--- src/rtl/qpl_pkg.sv ---
package qpl_pkg;

  // Beats per group are fixed by the four-step strobe walk.
  localparam int BEATS = 4;
  localparam int IDX_W = 2;

  typedef enum logic [2:0] {
    ST_IDLE,
    ST_UP1,
    ST_UP2,
    ST_UP3,
    ST_DN1,
    ST_DN2,
    ST_DN3,
    ST_HOLD
  } walk_state_t;

  localparam logic [1:0] PAIR_REST = 2'b00;
  localparam logic [1:0] PAIR_LO   = 2'b01;
  localparam logic [1:0] PAIR_HI   = 2'b10;
  localparam logic [1:0] PAIR_BOTH = 2'b11;

endpackage

--- src/rtl/qpl_sync.sv ---
module qpl_sync #(
  parameter int WIDTH  = 8,
  parameter int STAGES = 2
) (
  input  logic             clk,
  input  logic             rst,
  input  logic [WIDTH-1:0] async_i,
  output logic [WIDTH-1:0] sync_o
);

  logic [WIDTH-1:0] chain_q [STAGES];

  generate
    for (genvar s = 0; s < STAGES; s++) begin : g_stage
      if (s == 0) begin : g_first
        always_ff @(posedge clk) begin
          if (rst) chain_q[s] <= '0;
          else     chain_q[s] <= async_i;
        end
      end else begin : g_next
        always_ff @(posedge clk) begin
          if (rst) chain_q[s] <= '0;
          else     chain_q[s] <= chain_q[s-1];
        end
      end
    end
  endgenerate

  assign sync_o = chain_q[STAGES-1];

endmodule

--- src/rtl/qpl_walk_fsm.sv ---
module qpl_walk_fsm
  import qpl_pkg::*;
(
  input  logic             clk,
  input  logic             rst,
  input  logic [1:0]       pair_i,
  output logic             beat_en,
  output logic [IDX_W-1:0] beat_idx,
  output logic             group_done,
  output logic             group_inv,
  output logic             clear_cmd,
  output logic             bad_step,
  output logic             err_o
);

  walk_state_t state_q, state_nx;
  logic [1:0]  pair_q;
  logic        changed;

  assign changed = (pair_i != pair_q);

  always_comb begin
    state_nx   = state_q;
    beat_en    = 1'b0;
    beat_idx   = '0;
    group_done = 1'b0;
    group_inv  = 1'b0;
    clear_cmd  = 1'b0;
    bad_step   = 1'b0;
    if (changed) begin
      unique case (state_q)
        ST_IDLE: begin
          if (pair_i == PAIR_LO) begin
            state_nx = ST_UP1; beat_en = 1'b1; beat_idx = 2'd0;
          end else if (pair_i == PAIR_HI) begin
            state_nx = ST_DN1; beat_en = 1'b1; beat_idx = 2'd0;
          end else begin
            bad_step = 1'b1;
          end
        end
        ST_UP1: begin
          if (pair_i == PAIR_REST) begin
            state_nx = ST_IDLE; clear_cmd = 1'b1;
          end else if (pair_i == PAIR_BOTH) begin
            state_nx = ST_UP2; beat_en = 1'b1; beat_idx = 2'd1;
          end else begin
            bad_step = 1'b1;
          end
        end
        ST_UP2: begin
          if (pair_i == PAIR_HI) begin
            state_nx = ST_UP3; beat_en = 1'b1; beat_idx = 2'd2;
          end else begin
            bad_step = 1'b1;
          end
        end
        ST_UP3: begin
          if (pair_i == PAIR_REST) begin
            state_nx = ST_IDLE; beat_en = 1'b1; beat_idx = 2'd3;
            group_done = 1'b1;
          end else begin
            bad_step = 1'b1;
          end
        end
        ST_DN1: begin
          if (pair_i == PAIR_BOTH) begin
            state_nx = ST_DN2; beat_en = 1'b1; beat_idx = 2'd1;
          end else begin
            bad_step = 1'b1;
          end
        end
        ST_DN2: begin
          if (pair_i == PAIR_LO) begin
            state_nx = ST_DN3; beat_en = 1'b1; beat_idx = 2'd2;
          end else begin
            bad_step = 1'b1;
          end
        end
        ST_DN3: begin
          if (pair_i == PAIR_REST) begin
            state_nx = ST_IDLE; beat_en = 1'b1; beat_idx = 2'd3;
            group_done = 1'b1; group_inv = 1'b1;
          end else begin
            bad_step = 1'b1;
          end
        end
        ST_HOLD: begin
          if (pair_i == PAIR_REST) state_nx = ST_IDLE;
        end
        default: state_nx = ST_IDLE;
      endcase
      if (bad_step) state_nx = (pair_i == PAIR_REST) ? ST_IDLE : ST_HOLD;
    end
  end

  always_ff @(posedge clk) begin
    if (rst) begin
      state_q <= ST_IDLE;
      pair_q  <= PAIR_REST;
      err_o   <= 1'b0;
    end else begin
      state_q <= state_nx;
      pair_q  <= pair_i;
      if (bad_step) err_o <= 1'b1;
    end
  end

endmodule

--- src/rtl/qpl_beat_decoder.sv ---
module qpl_beat_decoder
  import qpl_pkg::*;
#(
  parameter int DATA_W = 5,
  localparam int LINE_W = DATA_W + 1,
  localparam int WORD_W = DATA_W * BEATS
) (
  input  logic              clk,
  input  logic              rst,
  input  logic [LINE_W-1:0] lines_i,
  input  logic              beat_en,
  input  logic [IDX_W-1:0]  beat_idx,
  input  logic              clear_cmd,
  input  logic              group_done,
  input  logic              group_inv,
  output logic [WORD_W-1:0] word_o,
  output logic [BEATS-1:0]  aux_o,
  output logic              valid_o,
  output logic [LINE_W-1:0] ref_o
);

  logic [LINE_W-1:0] ref_q;
  logic [LINE_W-1:0] dec;
  logic [WORD_W-1:0] acc_q, word_nx;
  logic [BEATS-1:0]  aux_q, aux_nx;
  logic [BEATS-1:0]  slot_sel;

  assign dec   = lines_i ^ ref_q;
  assign ref_o = ref_q;

  generate
    for (genvar j = 0; j < BEATS; j++) begin : g_slot
      assign slot_sel[j] = beat_en && (beat_idx == IDX_W'(j));
      assign word_nx[j*DATA_W +: DATA_W] =
        slot_sel[j] ? dec[DATA_W-1:0] : acc_q[j*DATA_W +: DATA_W];
      assign aux_nx[j] = slot_sel[j] ? dec[DATA_W] : aux_q[j];
    end
  endgenerate

  always_ff @(posedge clk) begin
    if (rst) begin
      ref_q   <= '0;
      acc_q   <= '0;
      aux_q   <= '0;
      word_o  <= '0;
      aux_o   <= '0;
      valid_o <= 1'b0;
    end else begin
      valid_o <= 1'b0;
      if (clear_cmd)    ref_q <= '0;
      else if (beat_en) ref_q <= lines_i;
      if (beat_en) begin
        acc_q <= word_nx;
        aux_q <= aux_nx;
      end
      if (group_done) begin
        word_o  <= word_nx ^ {WORD_W{group_inv}};
        aux_o   <= aux_nx;
        valid_o <= 1'b1;
      end
    end
  end

endmodule

--- src/rtl/qpl_link_rx.sv ---
module qpl_link_rx
  import qpl_pkg::*;
#(
  parameter int DATA_W      = 5,
  parameter int SYNC_STAGES = 2,
  localparam int WORD_W     = DATA_W * BEATS,
  localparam int LINE_W     = DATA_W + 1
) (
  input  logic              clk,
  input  logic              rst,
  input  logic [1:0]        lnk_clk,
  input  logic [DATA_W-1:0] lnk_dat,
  input  logic              lnk_flag,
  output logic [WORD_W-1:0] rx_word,
  output logic [BEATS-1:0]  rx_aux,
  output logic              rx_valid,
  output logic              rx_err
);

  logic [LINE_W+1:0] raw_bus, sync_bus;
  logic [1:0]        pair_s;
  logic [LINE_W-1:0] lines_s;
  logic              beat_en, group_done, group_inv, clear_cmd, bad_step;
  logic [IDX_W-1:0]  beat_idx;
  logic [LINE_W-1:0] ref_lvl;

  assign raw_bus = {lnk_clk, lnk_flag, lnk_dat};
  assign pair_s  = sync_bus[LINE_W+1:LINE_W];
  assign lines_s = sync_bus[LINE_W-1:0];

  qpl_sync #(.WIDTH(LINE_W + 2), .STAGES(SYNC_STAGES)) u_sync (
    .clk(clk), .rst(rst), .async_i(raw_bus), .sync_o(sync_bus)
  );

  qpl_walk_fsm u_walk (
    .clk(clk), .rst(rst), .pair_i(pair_s),
    .beat_en(beat_en), .beat_idx(beat_idx), .group_done(group_done),
    .group_inv(group_inv), .clear_cmd(clear_cmd), .bad_step(bad_step),
    .err_o(rx_err)
  );

  qpl_beat_decoder #(.DATA_W(DATA_W)) u_dec (
    .clk(clk), .rst(rst), .lines_i(lines_s), .beat_en(beat_en),
    .beat_idx(beat_idx), .clear_cmd(clear_cmd), .group_done(group_done),
    .group_inv(group_inv), .word_o(rx_word), .aux_o(rx_aux),
    .valid_o(rx_valid), .ref_o(ref_lvl)
  );

endmodule

--- config.mk ---
export PLATFORM = sky130hd
export DESIGN_NAME = qpl_link_rx
export DESIGN_NICKNAME = d
export VERILOG_FILES = /design/src/rtl/qpl_pkg.sv /design/src/rtl/qpl_sync.sv /design/src/rtl/qpl_walk_fsm.sv /design/src/rtl/qpl_beat_decoder.sv /design/src/rtl/qpl_link_rx.sv
export SDC_FILE = /design/constraint.sdc
export NUM_CORES = 1
export LEC_CHECK = 0
export ABC_AREA = 1
export BUFFER_PORTS_ARGS = -buffer_cell sky130_fd_sc_hd__clkbuf_2
export CORE_MARGIN = 3
export CORE_UTILIZATION = 40
export DETAILED_ROUTE_END_ITERATION = 16
export PLACE_DENSITY = 0.61
export SLEW_MARGIN = 20
export SYNTH_ARGS = -nofsm -noshare
export SYNTH_HDL_FRONTEND = slang
export SYNTH_HIERARCHICAL = 1
export SYNTH_SLANG_ARGS = --single-unit
--- constraint.sdc ---
create_clock -name clk -period 5.6 [get_ports clk]
set_clock_uncertainty 0.05 [all_clocks]
set_input_delay 0.84 -clock clk [delete_from_list [all_inputs] [get_ports clk]]
set_output_delay 0.84 -clock clk [all_outputs]
set_load 0.1 [all_outputs]
==> results.txt, run 1 <==
Status - finished clean
Crit. End Element - flop
First-pass detailed-route iteration total - 4
P per Cell Area - 304 nW/µm²
CTS H-tree lvls - 3
Area growth syn-to-layout - 10.9%
Post-Route WL - 8510 µm
Skew-Pair Late Insertion Delay - 0.35 ns
Mux cell area share after synthesis - 0
Core ar. - 8930 µm²
Dpl hpwl - 5790 µm
Initial Utilization - 0.423
Num ports - 36
Seq pwr share - 0.467
Worst setup margin - 2.89 ns
CP max FO - 16
Die Wd - 103 µm
R2r endpoint - u_dec/word_o[4]$_SDFFE_PP0P_
Syn. warnings - 6
Clock sink count - 77
Pint - 0.000812 W
Vias - 3404
Number of flops mapped to enable cells by yosys - 0
Largest area contributor in the synthesized netlist - dfxtp_1
Yosys reg bits - 77
Drt initial violations - 169
Syn_nets - 582
Clk buf depth - 2
Mapped Cells - 567
Gr busiest metal - met2
Drt via density - 4.81
# rows - 34
GRT Total Usage - 0.171
Register area - 1540 µm²
Peak VDD IR - 0.130 mV
Count of cell types in the netlist - 31
DP Worst Slack - 2.94 ns
Worst r2r path cells - 14
Layout Nets - 609
Met3 Resource Use GR - 0.0409
Async set or reset register ratio after synthesis - 0
Post-CTS Resized - 0
Root buf cell - clkbuf_8
Die height - 103 µm
Critical Path AT - 2.91 ns
Area of the multi-input gates - 1810 µm²
Cts bufs inserted - 9
Final Hold Fails - 0
Setup Fix Bufs, Post-CTS - 0
Clock Power Share - 0.309
RSZ-0062 raised after global routing - no
Per-cell routed wire length - 12.0 µm
Sw frac - 0.362
Final ANT Viol Nets - 0
# DRC - 0
Worst slew margin - 0.507
Min Tclk post-route - 2.71 ns
CP required - 5.80 ns
Finish-stage setup viols - 0
Congestion Overflow GR - 0
Yosys top cell area share - 0.408
Gate power share - 0.224
Post-synthesis xor/xnor area fraction - 0.00463
Ant. Diodes - 0
Compound-Gate Fraction of Synth Area - 0.0595
Met2 GRT Util - 0.295
CTS tree - yes
Clock transition at path regs - 0.09 ns
Adder-cell share of the synthesized area - 0.0165
Mapped Area - 3780 µm²
Worst-margin pin slew - 0.739 ns
Filler cells - 955
Slew Limit Fails - 0
Syn Area/Cell - 6.67 µm²
Largest net degree at the start of global routing - 50
Design area - 4190 µm²
Full die area - 10700 µm²
Top cells by area, synth - dfxtp_1, nand2_1, nor2_1
Period utilization - 0.485
Placer Congestion - 0.866
Max_cap viols - 0
First-pass GRT wire length - 14300 µm
Worst setup path startpoint - u_walk/state_q[2]$_SDFFE_PP0P_
Leakage power - 1.99 nW
Initial antenna violation count - 0
# port buffers - 35
Post-synthesis sequential area ratio - 0.408
Hold Path Origin - u_sync/chain_q[0][2]$_SDFF_PP0_
Largest family of logic cells by synthesized area - simple AND/OR/NAND/NOR gates
Post-DP Area - 3990 µm²
Worst hold margin - 0.354 ns
Fmax - 368 MHz
Number of global-route vias before repair - 3089
Startpoint Class - flop
Share of layout cells above drive strength 1 - 0.145
Hold Path Sink - u_sync/chain_q[1][2]$_SDFF_PP0_
Setup CP Type - flop to flop
Worst hold path class - flop to flop
WHS Path Cells - 2
Setup TNS - 0 ns
Simple-gate share of the synthesized area - 0.397
Post-cts hold buffer count - 0
Switching Power - 0.000461 W
Reg-to-reg startpoint - u_walk/state_q[2]$_SDFFE_PP0P_
Reg-to-reg slack, setup - 2.89 ns
Met1 Usage GRT - 0.212
Dominant synthesized flop cell - dfxtp_1
## how the worst max path moves through the flow
| stage | end | slack [ns] | cells past startpoint |
|---|---|---|---|
| 2_1_floorplan | u_dec/aux_o[1]$_SDFFE_PP0P_ | 3.50 | 12 |
| 3_3_place_gp | u_dec/ref_o[4]$_SDFFE_PP0P_ | 3.01 | 5 |
| 3_5_place_dp | u_dec/word_o[4]$_SDFFE_PP0P_ | 2.94 | 14 |
| 4_1_cts | u_dec/word_o[3]$_SDFFE_PP0P_ | 2.92 | 14 |
| 5_1_grt | u_dec/word_o[3]$_SDFFE_PP0P_ | 2.55 | 14 |
| 6_report | u_dec/word_o[4]$_SDFFE_PP0P_ | 2.89 | 14 |
## worst max-delay path, cell delays in order, from the launching register on
cell	delay, ns
dfxtp_1	0.60
clkinv_4	0.15
nor2_1	0.19
nand2_1	0.06
o21ai_0	0.11
a31oi_1	0.10
a21oi_1	0.15
buf_4	0.24
nand2_4	0.08
nor2_2	0.41
nand2_1	0.15
nand3_1	0.11
nand3_1	0.10
nand2_1	0.09
inv_1	0.03
## routing by layer
metal / vias up / wire (µm) / share of wire
met3: 7 / 454 / 0.053
met4: 0 / 60 / 0.0071
li1: 1791 / - / -
met5: - / 0 / 0
met1: 1528 / 3950 / 0.46
met2: 78 / 4040 / 0.48
## logic make-up (layout without fill, tap and decap cells)
| kind of cell | after synthesis | count (layout) |
|---|---|---|
| xor+xnor | 2 | 2 |
| simple gates | 338 | 338 |
| fa+ha+maj | 5 | 5 |
| buf+inv | 101 | 133 |
| flops | 77 | 77 |
| compound gates | 44 | 44 |
## flip-flops by register name, summed over array words and instances (netlist names)
name	count
u_walk/state_q	3
u_dec/ref_o	6
u_dec/acc_q	20
u_dec/valid_o	1
u_dec/aux_q	4
u_dec/aux_o	4
u_walk/pair_q	2
u_dec/word_o	20
u_sync/chain_q	16
u_walk/err_o	1
## layout make-up
type	count	share of cell area
inverter	78	0.0710
clock buffer	9	0.0295
clock inverter	7	0.0134
multi-input combinational	389	0.432
tap	108	0.0322
sequential	77	0.368
timing repair buffer	39	0.0537
## synthesized netlist by cell type (3+ instances only)
master      n
nor2_2      6
nand2_1   162
a21oi_1    28
ha_1        5
nor2_1     85
nand3_1    61
clkbuf_1   11
buf_1       3
inv_2       4
nor2_4      4
buf_6       4
inv_1      73
nand2_2     5
nand3_2     4
dfxtp_1    77
nand2_4     4
o21ai_0    12
## power by group through the flow
stage                     clock network (W)  logic [W]  registers, W
after detailed placement                  0   0.000283      0.000608
final                              0.000393   0.000285      0.000595
after global placement                    0   0.000279      0.000606
after CTS                          0.000409   0.000283      0.000595
after global routing               0.000429   0.000313      0.000599
after floorplan                           0   0.000156      0.000687
## layout by cell type (no fill, tap or decap), types with 2 or more instances in the layout
cell      instances
clkinv_4          2
nand3_1          61
nand2_1         162
inv_1            73
inv_2             4
nor2_1           84
dfxtp_1          77
nor2_4            5
a31oi_1           2
clkinv_2          2
nand2_2           5
clkbuf_2         35
nand3b_1          2
buf_4             3
nand2_4           4
ha_1              5
nor3_1            2
nor2_2            6
nand3_2           4
a21oi_1          28
clkbuf_8          9
o21ai_0          12
inv_6             3
## through the flow
stage | std cells | total power [W] | util
detailed placement | 690 | 0.000891 | 0.446
floorplan | 567 | 0.000843 | -
global route | 707 | 0.00134 | 0.469
CTS | 706 | 0.00129 | 0.466
finish | 707 | 0.00127 | 0.469
global placement | 690 | 0.000886 | 0.446
No activity file was read; power rests on OpenSTA's default activity.
==> run 2, diff against run 1 <==
--- a/config.mk
+++ b/config.mk
@@ -5,12 +5,12 @@
 export SDC_FILE = /design/constraint.sdc
 export NUM_CORES = 1
 export LEC_CHECK = 0
-export ABC_AREA = 1
+export ABC_AREA = 0
 export BUFFER_PORTS_ARGS = -buffer_cell sky130_fd_sc_hd__clkbuf_2
 export CORE_MARGIN = 3
 export CORE_UTILIZATION = 40
 export DETAILED_ROUTE_END_ITERATION = 16
-export PLACE_DENSITY = 0.61
+export PLACE_DENSITY = 0.63
 export SLEW_MARGIN = 20
 export SYNTH_ARGS = -nofsm -noshare
 export SYNTH_HDL_FRONTEND = slang
==> constraint.sdc (replaced) <==
create_clock -name clk -period 2.3 [get_ports clk]
set_clock_uncertainty 0.05 [all_clocks]
set_input_delay 0.345 -clock clk [delete_from_list [all_inputs] [get_ports clk]]
set_output_delay 0.345 -clock clk [all_outputs]
set_load 0.1 [all_outputs]
==> results.txt, run 2 <==
Initial antenna violation count - 0
Filler cells - 675
Top cells by area, synth - dfxtp_1, mux2i_1, xor2_1
Crit. End Element - flop
Yosys top cell area share - 0.474
Root buf cell - clkbuf_8
CP required - 2.51 ns
Clock sink count - 77
Die Wd - 96.1 µm
Post-cts hold buffer count - 0
WHS Path Cells - 2
Setup CP Type - flop to flop
Worst path top cell family by delay - compound AO/OA/AOI/OAI gates
Top-count cell post-synth - dfxtp_1
Startpoint Class - flop
Largest area contributor in the synthesized netlist - dfxtp_1
Status - finished, violations left
CP max FO - 7
Syn_nets - 339
Number of flops mapped to enable cells by yosys - 0
Post-DP Area - 3830 µm²
Post-synthesis sequential area ratio - 0.474
Die height - 96.1 µm
Most common cell after layout, fill and taps aside - dfxtp_1
CP max-delay cell - dfxtp_4
Hold Path Origin - lnk_dat[3]
Gate power share - 0.155
Slew Limit Fails - 0
RSZ-0062 raised after global routing - yes
Full die area - 9240 µm²
Seq pwr share - 0.485
Worst r2r path cells - 10
GRT Total Usage - 0.158
Hold Path Sink - u_sync/chain_q[0][3]$_SDFF_PP0_
Placer Congestion - 0.847
Crit-path most repeated cell - buf_6
Failing checks - setup timing
Async set or reset register ratio after synthesis - 0
# rows - 32
Core ar. - 7810 µm²
Worst slew margin - 0.438
P per Cell Area - 647 nW/µm²
Period utilization - 1.04
Commonest cells post-synth - dfxtp_1, nor2_1, mux2i_1
Dominant synthesized flop cell - dfxtp_1
CTS H-tree lvls - 3
Clk buf depth - 2
Gr busiest metal - met2
Area of the multi-input gates - 1870 µm²
Buf+Inv Stages, Crit Path - 2
Drt via density - 4.92
Register area - 1550 µm²
DP Worst Slack - -0.171 ns
Leakage power - 1.78 nW
Pint - 0.00206 W
Layout Nets - 422
Congestion Overflow GR - 0
Largest net degree at the start of global routing - 46
Final Hold Fails - 0
Met3 Resource Use GR - 0.0360
Fmax - 418 MHz
Sw frac - 0.282
Final ANT Viol Nets - 0
Syn Area/Cell - 10.0 µm²
Yosys reg bits - 77
Worst setup margin - -0.0936 ns
Min Tclk post-route - 2.39 ns
Count of cell types in the netlist - 49
Initial Utilization - 0.416
Post-Route WL - 6770 µm
Peak VDD IR - 0.356 mV
CP Cell Sequence - buf_6 -> ha_4 -> a21o_1 -> a221o_1 -> and3_4 -> nor3b_4 -> buf_6 -> mux2i_4 -> xor2_1 -> a211oi_1
First-pass GRT wire length - 11200 µm
Met2 GRT Util - 0.235
CTS tree - yes
Finish-stage setup viols - 20
Critical Path AT - 2.61 ns
# DRC - 0
R2r endpoint - u_dec/word_o[0]$_SDFFE_PP0P_
Syn. warnings - 6
Design area - 4430 µm²
Clock transition at path regs - 0.09 ns
Max_cap viols - 0
Cts bufs inserted - 9
Critical path depth - 10
Clock Power Share - 0.360
Worst hold margin - 0.151 ns
Number of global-route vias before repair - 2299
Area growth syn-to-layout - 36.5%
Ant. Diodes - 0
Share of layout cells above drive strength 1 - 0.417
Worst hold path class - input port to flop
Mapped Area - 3250 µm²
# port buffers - 35
First-pass detailed-route iteration total - 4
Reg-to-reg slack, setup - -0.09 ns
Commonest non-fill, non-tap cells in the layout - dfxtp_1, nor2_1, buf_4
Design Power - 0.00287 W
Reg-to-reg startpoint - u_sync/chain_q[1][6]$_SDFF_PP0_
Drt initial violations - 121
Dpl hpwl - 4410 µm
Skew-Pair Late Insertion Delay - 0.35 ns
Worst-margin pin slew - 0.841 ns
Worst path max stage delay - 0.37 ns
Vias - 2527
Per-cell routed wire length - 13.2 µm
Mapped Cells - 324
Biggest regs - u_dec/acc_q (20), u_dec/word_o (20), u_sync/chain_q (16)
Met1 Usage GRT - 0.220
Switching Power - 0.000809 W
Num ports - 36
[run 2: layout make-up]
cell class	instances	share of cell area
well taps	102	0.0288
multi-input cells	223	0.421
inverters	3	0.00254
clock inverters	7	0.0183
flip-flops and latches	77	0.350
clock buffers	9	0.0279
repair buffers	93	0.152
[run 2: stage by stage]
step           setup TNS, ns   util  cells
3_3_place_gp           -2.50  0.490    485
2_1_floorplan              0      -    324
6_report              -0.742  0.568    514
3_5_place_dp           -2.17  0.490    485
4_1_cts               -0.356  0.542    510
5_1_grt                -4.14  0.568    514
[run 2: cells by family (layout without fill, tap and decap cells)]
logic type | after synthesis | after routing | share of synthesized area
AND/OR/NAND/NOR | 109 | 109 | 0.180
flip-flops | 77 | 77 | 0.474
AO/OA/AOI/OAI | 52 | 52 | 0.122
adder cells (fa/ha/maj) | 5 | 5 | 0.0193
buffers and inverters | 24 | 112 | 0.0381
multiplexers | 27 | 27 | 0.0832
XOR/XNOR | 30 | 30 | 0.0832
[run 2: worst max-delay path by stage]
stage / end / slack [ns] / from
2_1_floorplan: u_dec/word_o[0]$_SDFFE_PP0P_ / 0.001 / u_walk/state_q[2]$_SDFFE_PP0P_
3_3_place_gp: u_dec/word_o[3]$_SDFFE_PP0P_ / -0.17 / u_sync/chain_q[1][7]$_SDFF_PP0_
3_5_place_dp: u_dec/word_o[0]$_SDFFE_PP0P_ / -0.17 / u_sync/chain_q[1][7]$_SDFF_PP0_
4_1_cts: u_dec/word_o[0]$_SDFFE_PP0P_ / -0.09 / u_sync/chain_q[1][6]$_SDFF_PP0_
5_1_grt: u_dec/word_o[1]$_SDFFE_PP0P_ / -0.22 / u_sync/chain_q[1][7]$_SDFF_PP0_
6_report: u_dec/word_o[0]$_SDFFE_PP0P_ / -0.09 / u_sync/chain_q[1][6]$_SDFF_PP0_
[run 2: power by group through the flow]
stage	combinational, W	sequential (W)	clock [W]
floorplan	0.000224	0.00149	0
global placement	0.000406	0.00142	0
detailed placement	0.000406	0.00142	0
CTS	0.000432	0.00139	0.00107
global route	0.000486	0.00140	0.00114
finish	0.000445	0.00139	0.00103
[run 2: timing repair]
action	in CTS	in global routing
gates resized for setup	26	32
setup buffers	9	5
cloned	0	0
endpoints found under the setup margin	27	41
pin swaps	11	10
[run 2: per-layer routing]
metal	up-vias	part of all wire
met5	-	0
met4	0	0.026
met3	18	0.046
met2	56	0.46
met1	1179	0.47
li1	1274	-
